`config.mk`:
```
export PLATFORM = sky130hd
export DESIGN_NAME = reset_pulse_sequencer
export DESIGN_NICKNAME = d
export VERILOG_FILES = /design/src/rtl/rps_pkg.sv /design/src/rtl/rps_sync.sv /design/src/rtl/rps_debounce.sv /design/src/rtl/rps_control.sv /design/src/rtl/rps_datapath.sv /design/src/rtl/reset_pulse_sequencer.sv
export SDC_FILE = /design/constraint.sdc
export NUM_CORES = 1
export LEC_CHECK = 0
export ABC_AREA = 1
export BUFFER_PORTS_ARGS = -buffer_cell sky130_fd_sc_hd__buf_2
export CORE_MARGIN = 5
export CORE_UTILIZATION = 54
export DETAILED_ROUTE_END_ITERATION = 10
export PLACE_DENSITY = 0.73
export SYNTH_ARGS = -nofsm -noshare
export SYNTH_HDL_FRONTEND = slang
export SYNTH_SLANG_ARGS = --single-unit
export TNS_END_PERCENT = 5
```
`constraint.sdc`:
```
create_clock -name clk -period 3.2 [get_ports clk]
set_clock_uncertainty 0.1 [all_clocks]
set_input_delay 0 -clock clk [delete_from_list [all_inputs] [get_ports clk]]
set_output_delay 0 -clock clk [all_outputs]
set_load 0.01 [all_outputs]
```
`src/rtl/rps_pkg.sv`:
```
package rps_pkg;

  typedef enum logic [1:0] {
    ST_IDLE  = 2'd0,
    ST_HOLD  = 2'd1,
    ST_GAP   = 2'd2,
    ST_PULSE = 2'd3
  } seqState_t;

  // strobes from the control FSM to the datapath
  typedef struct packed {
    logic tsClear;   // reset release happens on this edge
    logic inRun;     // a run is active (informational gate for monitor)
  } ctlStrobe_t;

endpackage

```
`src/rtl/rps_sync.sv`:
```
module rps_sync #(
  parameter int W      = 1,
  parameter int STAGES = 2
) (
  input  logic         clk,
  input  logic         rstN,
  input  logic [W-1:0] d,
  output logic [W-1:0] q
);
  logic [STAGES-1:0][W-1:0] stage;

  always_ff @(posedge clk or negedge rstN) begin
    if (!rstN) begin
      stage <= '0;
    end else begin
      stage[0] <= d;
      for (int i = 1; i < STAGES; i++) stage[i] <= stage[i-1];
    end
  end

  assign q = stage[STAGES-1];
endmodule

```
`src/rtl/rps_debounce.sv`:
```
module rps_debounce #(
  parameter int CYCLES = 16
) (
  input  logic clk,
  input  logic rstN,
  input  logic rawIn,
  output logic pressStb
);
  localparam int CW = $clog2(CYCLES + 1);

  logic          syncLvl;
  logic          stableLvl;
  logic [CW-1:0] diffCnt;

  rps_sync #(.W(1), .STAGES(2)) u_sync (
    .clk (clk),
    .rstN(rstN),
    .d   (rawIn),
    .q   (syncLvl)
  );

  always_ff @(posedge clk or negedge rstN) begin
    if (!rstN) begin
      stableLvl <= 1'b0;
      diffCnt   <= '0;
      pressStb  <= 1'b0;
    end else begin
      pressStb <= 1'b0;
      if (syncLvl == stableLvl) begin
        diffCnt <= '0;
      end else if (diffCnt == CW'(CYCLES - 1)) begin
        stableLvl <= syncLvl;
        diffCnt   <= '0;
        pressStb  <= syncLvl;
      end else begin
        diffCnt <= diffCnt + 1'b1;
      end
    end
  end
endmodule

```
`src/rtl/rps_control.sv`:
```
module rps_control
  import rps_pkg::*;
#(
  parameter int CNT_W = 16
) (
  input  logic             clk,
  input  logic             rstN,
  input  logic             startReq,
  input  logic             btnStart,
  input  logic [CNT_W-1:0] holdCycles,
  input  logic [CNT_W-1:0] offsetStart,
  input  logic [CNT_W-1:0] offsetStop,
  input  logic [CNT_W-1:0] offsetStep,
  input  logic [CNT_W-1:0] pulseWidth,
  input  logic             sweepEn,
  input  logic             offsetLoad,
  output logic             targetRstN,
  output logic             busy,
  output logic             sweepDone,
  output logic [CNT_W-1:0] curOffset,
  output ctlStrobe_t       strobes
);
  seqState_t        state;
  logic [CNT_W-1:0] phaseCnt;
  logic [CNT_W-1:0] gapLen;
  logic [CNT_W-1:0] widthLen;
  logic             startAccept;
  logic             runEnd;
  logic [CNT_W:0]   nextSum;

  function automatic logic [CNT_W-1:0] atLeastOne(input logic [CNT_W-1:0] v);
    return (v == '0) ? CNT_W'(1) : v;
  endfunction

  assign startAccept = (startReq || btnStart) && (state == ST_IDLE) && !(sweepEn && sweepDone);
  assign runEnd      = (state == ST_PULSE) && (phaseCnt == '0);
  assign nextSum     = {1'b0, curOffset} + {1'b0, offsetStep};

  always_comb begin
    strobes.tsClear = (state == ST_HOLD) && (phaseCnt == '0);
    strobes.inRun   = (state != ST_IDLE);
  end

  assign busy = (state != ST_IDLE);

  // run sequencing
  always_ff @(posedge clk or negedge rstN) begin
    if (!rstN) begin
      state      <= ST_IDLE;
      phaseCnt   <= '0;
      gapLen     <= CNT_W'(1);
      widthLen   <= CNT_W'(1);
      targetRstN <= 1'b1;
    end else begin
      unique case (state)
        ST_IDLE: begin
          if (startAccept) begin
            state      <= ST_HOLD;
            phaseCnt   <= atLeastOne(holdCycles) - 1'b1;
            gapLen     <= atLeastOne(curOffset);
            widthLen   <= atLeastOne(pulseWidth);
            targetRstN <= 1'b0;
          end
        end
        ST_HOLD: begin
          if (phaseCnt == '0) begin
            state      <= ST_GAP;
            phaseCnt   <= gapLen - 1'b1;
            targetRstN <= 1'b1;
          end else begin
            phaseCnt <= phaseCnt - 1'b1;
          end
        end
        ST_GAP: begin
          if (phaseCnt == '0) begin
            state      <= ST_PULSE;
            phaseCnt   <= widthLen - 1'b1;
            targetRstN <= 1'b0;
          end else begin
            phaseCnt <= phaseCnt - 1'b1;
          end
        end
        ST_PULSE: begin
          if (phaseCnt == '0) begin
            state      <= ST_IDLE;
            targetRstN <= 1'b1;
          end else begin
            phaseCnt <= phaseCnt - 1'b1;
          end
        end
        default: state <= ST_IDLE;
      endcase
    end
  end

  // offset sweep
  always_ff @(posedge clk or negedge rstN) begin
    if (!rstN) begin
      curOffset <= '0;
      sweepDone <= 1'b0;
    end else if (offsetLoad) begin
      curOffset <= offsetStart;
      sweepDone <= 1'b0;
    end else if (runEnd && sweepEn) begin
      if (nextSum > {1'b0, offsetStop}) sweepDone <= 1'b1;
      else                              curOffset <= nextSum[CNT_W-1:0];
    end
  end
endmodule

```
`src/rtl/rps_datapath.sv`:
```
module rps_datapath
  import rps_pkg::*;
#(
  parameter int GPIO_W     = 4,
  parameter int TS_W       = 24,
  parameter int FIFO_DEPTH = 8
) (
  input  logic                   clk,
  input  logic                   rstN,
  input  ctlStrobe_t             strobes,
  input  logic [GPIO_W-1:0]      gpioIn,
  input  logic                   fifoPop,
  output logic                   fifoValid,
  output logic [GPIO_W+TS_W-1:0] fifoData,
  output logic                   fifoFull,
  output logic                   fifoOverflow,
  output logic [TS_W-1:0]        tsCount
);
  localparam int EW = GPIO_W + TS_W;
  localparam int AW = $clog2(FIFO_DEPTH);

  logic [GPIO_W-1:0] gpioSync;
  logic [GPIO_W-1:0] gpioPrev;
  logic              gpioChange;
  logic [EW-1:0]     mem [FIFO_DEPTH];
  logic [AW-1:0]     wrPtr;
  logic [AW-1:0]     rdPtr;
  logic [AW:0]       fill;
  logic              doPush;
  logic              doPop;

  // cycle timestamp, zeroed at target reset release
  always_ff @(posedge clk or negedge rstN) begin
    if (!rstN)                tsCount <= '0;
    else if (strobes.tsClear) tsCount <= '0;
    else                      tsCount <= tsCount + 1'b1;
  end

  rps_sync #(.W(GPIO_W), .STAGES(2)) u_gpioSync (
    .clk (clk),
    .rstN(rstN),
    .d   (gpioIn),
    .q   (gpioSync)
  );

  always_ff @(posedge clk or negedge rstN) begin
    if (!rstN) gpioPrev <= '0;
    else       gpioPrev <= gpioSync;
  end

  assign gpioChange = (gpioSync != gpioPrev);
  assign fifoFull   = (fill == (AW+1)'(FIFO_DEPTH));
  assign fifoValid  = (fill != '0);
  assign doPush     = gpioChange && !fifoFull;
  assign doPop      = fifoPop && fifoValid;
  assign fifoData   = mem[rdPtr];

  always_ff @(posedge clk) begin
    if (doPush) mem[wrPtr] <= {gpioSync, tsCount};
  end

  always_ff @(posedge clk or negedge rstN) begin
    if (!rstN) begin
      wrPtr        <= '0;
      rdPtr        <= '0;
      fill         <= '0;
      fifoOverflow <= 1'b0;
    end else begin
      if (doPush) wrPtr <= wrPtr + 1'b1;
      if (doPop)  rdPtr <= rdPtr + 1'b1;
      case ({doPush, doPop})
        2'b10:   fill <= fill + 1'b1;
        2'b01:   fill <= fill - 1'b1;
        default: fill <= fill;
      endcase
      if (gpioChange && fifoFull) fifoOverflow <= 1'b1;
    end
  end
endmodule

```
`src/rtl/reset_pulse_sequencer.sv`:
```
module reset_pulse_sequencer
  import rps_pkg::*;
#(
  parameter int CNT_W           = 16,
  parameter int GPIO_W          = 4,
  parameter int TS_W            = 24,
  parameter int FIFO_DEPTH      = 8,
  parameter int DEBOUNCE_CYCLES = 16
) (
  input  logic                   clk,
  input  logic                   rstN,
  input  logic                   startReq,
  input  logic                   buttonIn,
  input  logic [CNT_W-1:0]       holdCycles,
  input  logic [CNT_W-1:0]       offsetStart,
  input  logic [CNT_W-1:0]       offsetStop,
  input  logic [CNT_W-1:0]       offsetStep,
  input  logic [CNT_W-1:0]       pulseWidth,
  input  logic                   sweepEn,
  input  logic                   offsetLoad,
  input  logic [GPIO_W-1:0]      gpioIn,
  input  logic                   fifoPop,
  output logic                   targetRstN,
  output logic                   busy,
  output logic                   sweepDone,
  output logic [CNT_W-1:0]       curOffset,
  output logic                   fifoValid,
  output logic [GPIO_W+TS_W-1:0] fifoData,
  output logic                   fifoFull,
  output logic                   fifoOverflow
);
  ctlStrobe_t      strobes;
  logic            btnStart;
  logic [TS_W-1:0] tsCount;

  rps_debounce #(.CYCLES(DEBOUNCE_CYCLES)) u_debounce (
    .clk     (clk),
    .rstN    (rstN),
    .rawIn   (buttonIn),
    .pressStb(btnStart)
  );

  rps_control #(.CNT_W(CNT_W)) u_control (
    .clk        (clk),
    .rstN       (rstN),
    .startReq   (startReq),
    .btnStart   (btnStart),
    .holdCycles (holdCycles),
    .offsetStart(offsetStart),
    .offsetStop (offsetStop),
    .offsetStep (offsetStep),
    .pulseWidth (pulseWidth),
    .sweepEn    (sweepEn),
    .offsetLoad (offsetLoad),
    .targetRstN (targetRstN),
    .busy       (busy),
    .sweepDone  (sweepDone),
    .curOffset  (curOffset),
    .strobes    (strobes)
  );

  rps_datapath #(
    .GPIO_W    (GPIO_W),
    .TS_W      (TS_W),
    .FIFO_DEPTH(FIFO_DEPTH)
  ) u_datapath (
    .clk         (clk),
    .rstN        (rstN),
    .strobes     (strobes),
    .gpioIn      (gpioIn),
    .fifoPop     (fifoPop),
    .fifoValid   (fifoValid),
    .fifoData    (fifoData),
    .fifoFull    (fifoFull),
    .fifoOverflow(fifoOverflow),
    .tsCount     (tsCount)
  );
endmodule

```
==> results of run 1 <==
## stage by stage
stage / setup WS, ns / utilization
2_1_floorplan: -0.00434 / -
3_5_place_dp: -0.225 / 0.590
4_1_cts: -0.181 / 0.659
3_3_place_gp: -0.139 / 0.590
6_report: -0.227 / 0.661
5_1_grt: -0.478 / 0.661
## cells in the final DEF, fill, tap and decap left out, types with 46 or more instances in the layout
cell type	instances
nand2_1	316
nor2_1	315
edfxtp_1	224
o21ai_0	158
inv_1	139
buf_2	139
dfrtp_1	119
dlygate4sd3_1	92
nand3_1	69
buf_4	57
a21oi_1	48
xor2_1	48
ha_1	46
## where the power goes
group          internal [uW]  leakage (uW)  switching (uW)  total [uW]
clock                   2510      0.000609            1750        4260
sequential              5660       0.00367             368        6030
combinational           1870       0.00475            3320        5190
## per-layer routing
| metal | wire (um) | vias to the layer above | GRT usage | share of wire |
|---|---|---|---|---|
| met5 | 0 | - | 0 | 0 |
| met4 | 1110 | 0 | 0.0739 | 0.026 |
| met2 | 21700 | 434 | 0.429 | 0.51 |
| met1 | 17700 | 6529 | 0.307 | 0.41 |
| met3 | 2240 | 96 | 0.0310 | 0.052 |
| li1 | - | 6579 | - | - |
## path summary, 6_finish.rpt
| kind | to | slack, ns | depth (start not counted) |
|---|---|---|---|
| min reg2reg | u_datapath.u_gpioSync.q[1] | 0.25 | 0 |
| max | u_control.curOffset[9] | -0.23 | 25 |
| max reg2reg | u_control.curOffset[9] | -0.23 | 25 |
| min | u_datapath.u_gpioSync.stage[3] | 0.02 | 2 |
| max in group asynchronous | u_control.widthLen[2] | 0.72 | 4 |
| min in group asynchronous | u_control.curOffset[12] | 0.45 | 3 |
## what timing repair did
item	CTS	global route
hold endpoints to repair	181	1
resized for setup	4	12
pin swaps	1	6
hold buffers	91	1
setup buffers	1	2
setup endpoints to repair	16	20
## cells by family after synthesis
family,after synthesis,share of synthesized area
xor+xnor,74,0.0382
buf+inv,211,0.0484
fa+ha+maj,49,0.0370
flops,348,0.579
compound gates,308,0.102
simple gates,795,0.195
## area by class of cell
type | instances | area (um2)
Inverter | 146 | 553
Fill cell | 2393 | 10600
Clock buffer | 54 | 1100
Multi-Input combinational cell | 1226 | 6410
Clock inverter | 16 | 126
Tap cell | 402 | 503
Sequential cell | 348 | 9840
Timing Repair Buffer | 296 | 2180
## sequential cells by signal, summed over array words and instances (netlist names), 2 cells and up
name                         count
u_datapath.tsCount              24
u_control.gapLen                16
u_datapath.rdPtr                 3
u_control.curOffset             16
u_datapath.u_gpioSync.stage      4
u_control.phaseCnt              16
u_control.widthLen              16
u_datapath.u_gpioSync.q          4
u_debounce.diffCnt               5
u_datapath.wrPtr                 3
u_control.state                  2
u_datapath.gpioPrev              4
u_datapath.mem                 224
u_datapath.fill                  4
## worst max-delay path, stage by stage, from the launching register on
cell     delay [ns]
dfrtp_1        0.39
ha_2           0.20
fa_2           0.36
nand3_2        0.09
nand2_4        0.07
a21oi_4        0.20
o21ai_2        0.09
nand2_2        0.07
nand2_2        0.06
xor2_2         0.16
ha_1           0.29
nand2_1        0.06
inv_1          0.04
nand2_2        0.08
nor2_2         0.04
a21oi_1        0.11
nand3_1        0.08
nand2_1        0.06
nand2_1        0.04
nand2_1        0.05
nand2_1        0.06
nand2_2        0.10
nand3_4        0.15
buf_6          0.18
nand3_1        0.08
nand2_1        0.08
==> impl_results.md, run 1 <==
- Status: complete, but fails checks
- Failing checks: setup timing
- Core area: 0.0313 mm2
- Worst Path Required: 3.51 ns
- Synthesized flop and latch total: between 300 and 400
- Post-Syn Nets: 1925
- ANT nets after route: 0
- Most frequent cell after synthesis: nor2_1
- Synth cell types: between 50 and 60
- First-pass GRT wire length: a little under 70 mm
- Die area: 0.0351 mm2
- Fin nets: around 2200
- Clk_lat worst skew: around 0.53 ns
- Port Buffers: 140
- Critical R2R Launch: u_control.curOffset[0]
- Residual DRC count: 0
- Seq/Total Area, Yosys: 0.579
- Final Hold Viols: 0
- Cell taking the most area after synthesis: edfxtp_1
- Async S/R FF share, synth: 0.356
- Routed wire length: 42.8 mm
- Final Cycle Share: 1.07
- Drt pass-1 iters: 5
- Max cap viols: 0
- Crit path DAT: around 3.7 ns
- Tightest Pin Transition: around 1.2 ns
- Pleak: ~0.009 uW
- Synth Cell Area: between 0.015 and 0.02 mm2
- Hold_ws: around 0.019 ns
- CP Launch Type: flop
- Total I/O pin count: between 100 and 150
- Drt via density: about 5.5
- Dpl cells: 2323
- Critical path startpoint: u_control.curOffset[0]
- Hold_sp: gpioIn[3]
- Kind of critical path: flop to flop
- CP Capture Type: flop
- RSZ-0062 raised after global routing: yes
- Max rail drop VDD: around 0.49 mV
- GR Overflow Total: 0
- Mean Syn Cell Area: approximately 9.5 um2
- Finished Cell Area: between 0.02 and 0.025 mm2
- Post-synth EDFFs: ~220
- CTS root buf: clkbuf_16
- Avg WL per Cell: ~17 um
- # diodes: 0
- Total power: between 15000 and 20000 uW
- Share of layout cells above drive strength 1: 0.158
- Post-Syn Instances: approximately 1800
- Largest net degree at the start of global routing: between 60 and 70
- Sum of negative setup slack: -3.18 ns
- Syn-to-layout area delta: 22.0%
- Clock Sinks: approximately 350
- Vias in the first global route: around 14000
- DP HPWL: 28.1 mm
- Routability cong.: 0.907
- FP Rows: 65
- Final cell count without fillers: roughly 2500
- Most used DFF post-synth: edfxtp_1
- Die X: roughly 190 um
- Commonest cells post-synth: nor2_1 (325), nand2_1 (319), edfxtp_1 (224)
- Die height: roughly 190 um
- Tot GR Track Use: 0.240
- TritonCTS clock tree: done
- Clk slew on worst S/H paths: 0.06 ns
- CP max FO: 6
- Vias: 13638
- Initial core utilization: 0.542
- Post-layout min period: 3.43 ns
- H-tree Lvls: 2
- Clock Path Buffers: 3
- Yosys top cell area share: 0.396
- Post-DP Area: between 0.015 and 0.02 mm2
- Top post-synthesis cells by area: edfxtp_1 (40%), dfrtp_1 (18%), nor2_1 (7.2%)
- Fin. max-slew vios: 0
- Drt first-iter violations: between 1000 and 1500
- Slew headroom: 0.182
- Initial antenna violation count: 0
- TritonCTS Buffers: 38
- PwrDens: 747 mW/mm2
- Warnings from Yosys: 0
- Min-delay worst type: input pin to flop
- Final setup margin: -0.227 ns
- Final setup vio count: 16
- Peak Freq: 0.292 GHz
(Power assumes the default switching activity.)
==> inputs of run 2 (changes only) <==
--- a/config.mk
+++ b/config.mk
@@ -11,6 +11,8 @@
 export CORE_UTILIZATION = 54
 export DETAILED_ROUTE_END_ITERATION = 10
 export PLACE_DENSITY = 0.73
+export RECOVER_POWER = 25
+export SKIP_CTS_REPAIR_TIMING = 1
 export SYNTH_ARGS = -nofsm -noshare
 export SYNTH_HDL_FRONTEND = slang
 export SYNTH_SLANG_ARGS = --single-unit
==> impl_results.md, run 2 (synthesis results as in run 1) <==
- Storage cell area: 0.00984 mm2 (unchanged)
- # fillers: 2417 (was 2393)
- Hold_ws: -0.0934 ns (was 0.0187 ns)
- Die height: 187 um (unchanged)
- GR Overflow Total: 0 (unchanged)
- TritonCTS Buffers: 38 (unchanged)
- Drt first-iter violations: 990 (was 1027)
- TritonCTS clock tree: done (unchanged)
- Status: complete, but fails checks (unchanged)
- DP HPWL: 28.1 mm (unchanged)
- Drt via density: 5.45 (was 5.48)
- Failing checks: hold timing, capacitance limit, slew limit, setup timing (was setup timing)
- Pleak: 0.00896 uW (was 0.00903 uW)
- R2R cell count: 25 (unchanged)
- Dpl cells: 2323 (unchanged)
- Initial core utilization: 0.542 (unchanged)
- Port Buffers: 140 (unchanged)
- Vias: 13479 (was 13638)
- Post-layout min period: 3.37 ns (was 3.43 ns)
- Total I/O pin count: 141 (unchanged)
- Area occupied by multi-input gates: 0.00639 mm2 (was 0.00641 mm2)
- Post-DP Area: 0.0185 mm2 (unchanged)
- H-tree Lvls: 2 (unchanged)
- Most frequent cells in the layout: nand2_1 (315), nor2_1 (315), edfxtp_1 (224) (was nand2_1 (316), nor2_1 (315), edfxtp_1 (224))
- Clk slew on worst S/H paths: 0.06 ns (about the same)
- Tightest Pin Transition: 1.93 ns (was 1.23 ns)
- Share of layout cells above drive strength 1: 0.158 (about the same)
- Fin. max-slew vios: 75 (was 0)
- Die area: 0.0351 mm2 (unchanged)
- Vias in the first global route: 13183 (was 13868)
- Residual DRC count: 0 (unchanged)
- Routability cong.: 0.907 (unchanged)
- # diodes: 0 (unchanged)
- Min-delay worst type: input pin to flop (unchanged)
- Initial antenna violation count: 0 (unchanged)
- Clock Path Buffers: 3 (unchanged)
- Peak Freq: 0.297 GHz (was 0.292 GHz)
- Finished Cell Area: 0.0205 mm2 (was 0.0207 mm2)
- CP Capture Type: flop (unchanged)
- Hold Path Depth: 6 (was 2)
- Die X: 187 um (unchanged)
- First-pass GRT wire length: 66.7 mm (was 69.4 mm)
- CP Launch Type: flop (unchanged)
- Max cap viols: 1 (was 0)
- Kind of critical path: flop to flop (unchanged)
- Largest net degree at the start of global routing: 76 (was 66)
- Slew headroom: -0.285 (was 0.182)
- Final cell count without fillers: 2472 (was 2488)
- Syn-to-layout area delta: 20.9% (was 22.0%)
- Avg WL per Cell: 17.2 um (about the same)
- Clock Sinks: 348 (unchanged)
- Clk_lat worst skew: 0.53 ns (about the same)
- Core area: 0.0313 mm2 (unchanged)
- Final Cycle Share: 1.05 (was 1.07)
- CP max FO: 16 (was 6)
- Register bank with the most flops: u_datapath.mem (unchanged)
- Max reg flops: 224 (unchanged)
- Fin nets: 2180 (was 2196)
- Final Hold Viols: 1 (was 0)
- Drt pass-1 iters: 8 (was 5)
- Worst Path Required: 3.52 ns (was 3.51 ns)
- Largest registers: u_datapath.mem x224, u_datapath.tsCount x24 (unchanged)
- Final setup vio count: 16 (unchanged)
- Flop2flop setup slack: -0.17 ns (was -0.23 ns)
- Max rail drop VDD: 0.488 mV (about the same)
- PwrDens: 753 mW/mm2 (was 747 mW/mm2)
- Routed wire length: 42.5 mm (was 42.8 mm)
- RSZ-0062 raised after global routing: yes (unchanged)
- Tot GR Track Use: 0.231 (was 0.240)
- ANT nets after route: 0 (unchanged)
- FP Rows: 65 (unchanged)
- Final setup margin: -0.170 ns (was -0.227 ns)
- Crit path DAT: 3.69 ns (was 3.73 ns)
- CTS root buf: clkbuf_16 (unchanged)
==> run 2: worst paths after layout <==
path	start	to
hold reg to reg	u_datapath.u_gpioSync.stage[1]	u_datapath.u_gpioSync.q[1]
min in group asynchronous	rstN	u_control.state[1]
hold / removal	holdCycles[1]	u_control.phaseCnt[1]
setup / recovery	u_control.curOffset[0]	u_control.curOffset[8]
max in group asynchronous	rstN	u_datapath.rdPtr[0]
setup reg to reg	u_control.curOffset[0]	u_control.curOffset[8]
==> run 2: through the flow <==
step                utilization  setup TNS (ns)  setup slack [ns]  power (uW)
finish                    0.655           -2.50            -0.170       15500
CTS                       0.629           -3.40            -0.237       15500
global route              0.655           -7.68            -0.481       16400
detailed placement        0.590           -3.22            -0.225       11200
floorplan                     -         -0.0433          -0.00434        9160
global placement          0.590           -2.03            -0.139       11100
==> run 2: metal layers <==
layer	vias up	track usage	wire length, um
li1	6534	-	-
met1	6501	0.303	17800
met2	376	0.407	21700
met3	68	0.0314	2100
met4	0	0.0643	885
met5	-	0	0
==> run 2: area by class of cell <==
cell class / instances / share of cell area
Tap cell: 402 / 0.0245
Multi-Input combinational cell: 1226 / 0.311
Clock buffer: 54 / 0.0538
Clock inverter: 16 / 0.00616
Timing Repair Buffer: 280 / 0.0980
Inverter: 146 / 0.0267
Sequential cell: 348 / 0.479
==> run 2: where the power goes <==
group | internal [uW] | switching [uW] | total, uW | leakage [uW]
Sequential | 5660 | 367 | 6020 | 0.00367
Combinational | 1860 | 3310 | 5170 | 0.00468
Clock | 2510 | 1750 | 4260 | 0.000609
==> run 2: critical path, stage by stage, from the launching register on <==
cell and delay [ns]:
dfrtp_1 0.39, ha_2 0.20, fa_2 0.36, nand3_2 0.09
nand2_4 0.07, a21oi_4 0.18, o21ai_2 0.09, nand2_2 0.07
nand2_2 0.06, xor2_2 0.16, ha_1 0.29, nand2_1 0.05
inv_1 0.06, nand2_2 0.07, nor2_2 0.11, a21oi_1 0.07
nand3_1 0.06, nand2_1 0.05, nand2_1 0.05, nand2_1 0.04
nand2_1 0.06, nand2_2 0.09, nand3_4 0.12, nand2_4 0.15
nand2_1 0.16, nand2_1 0.06
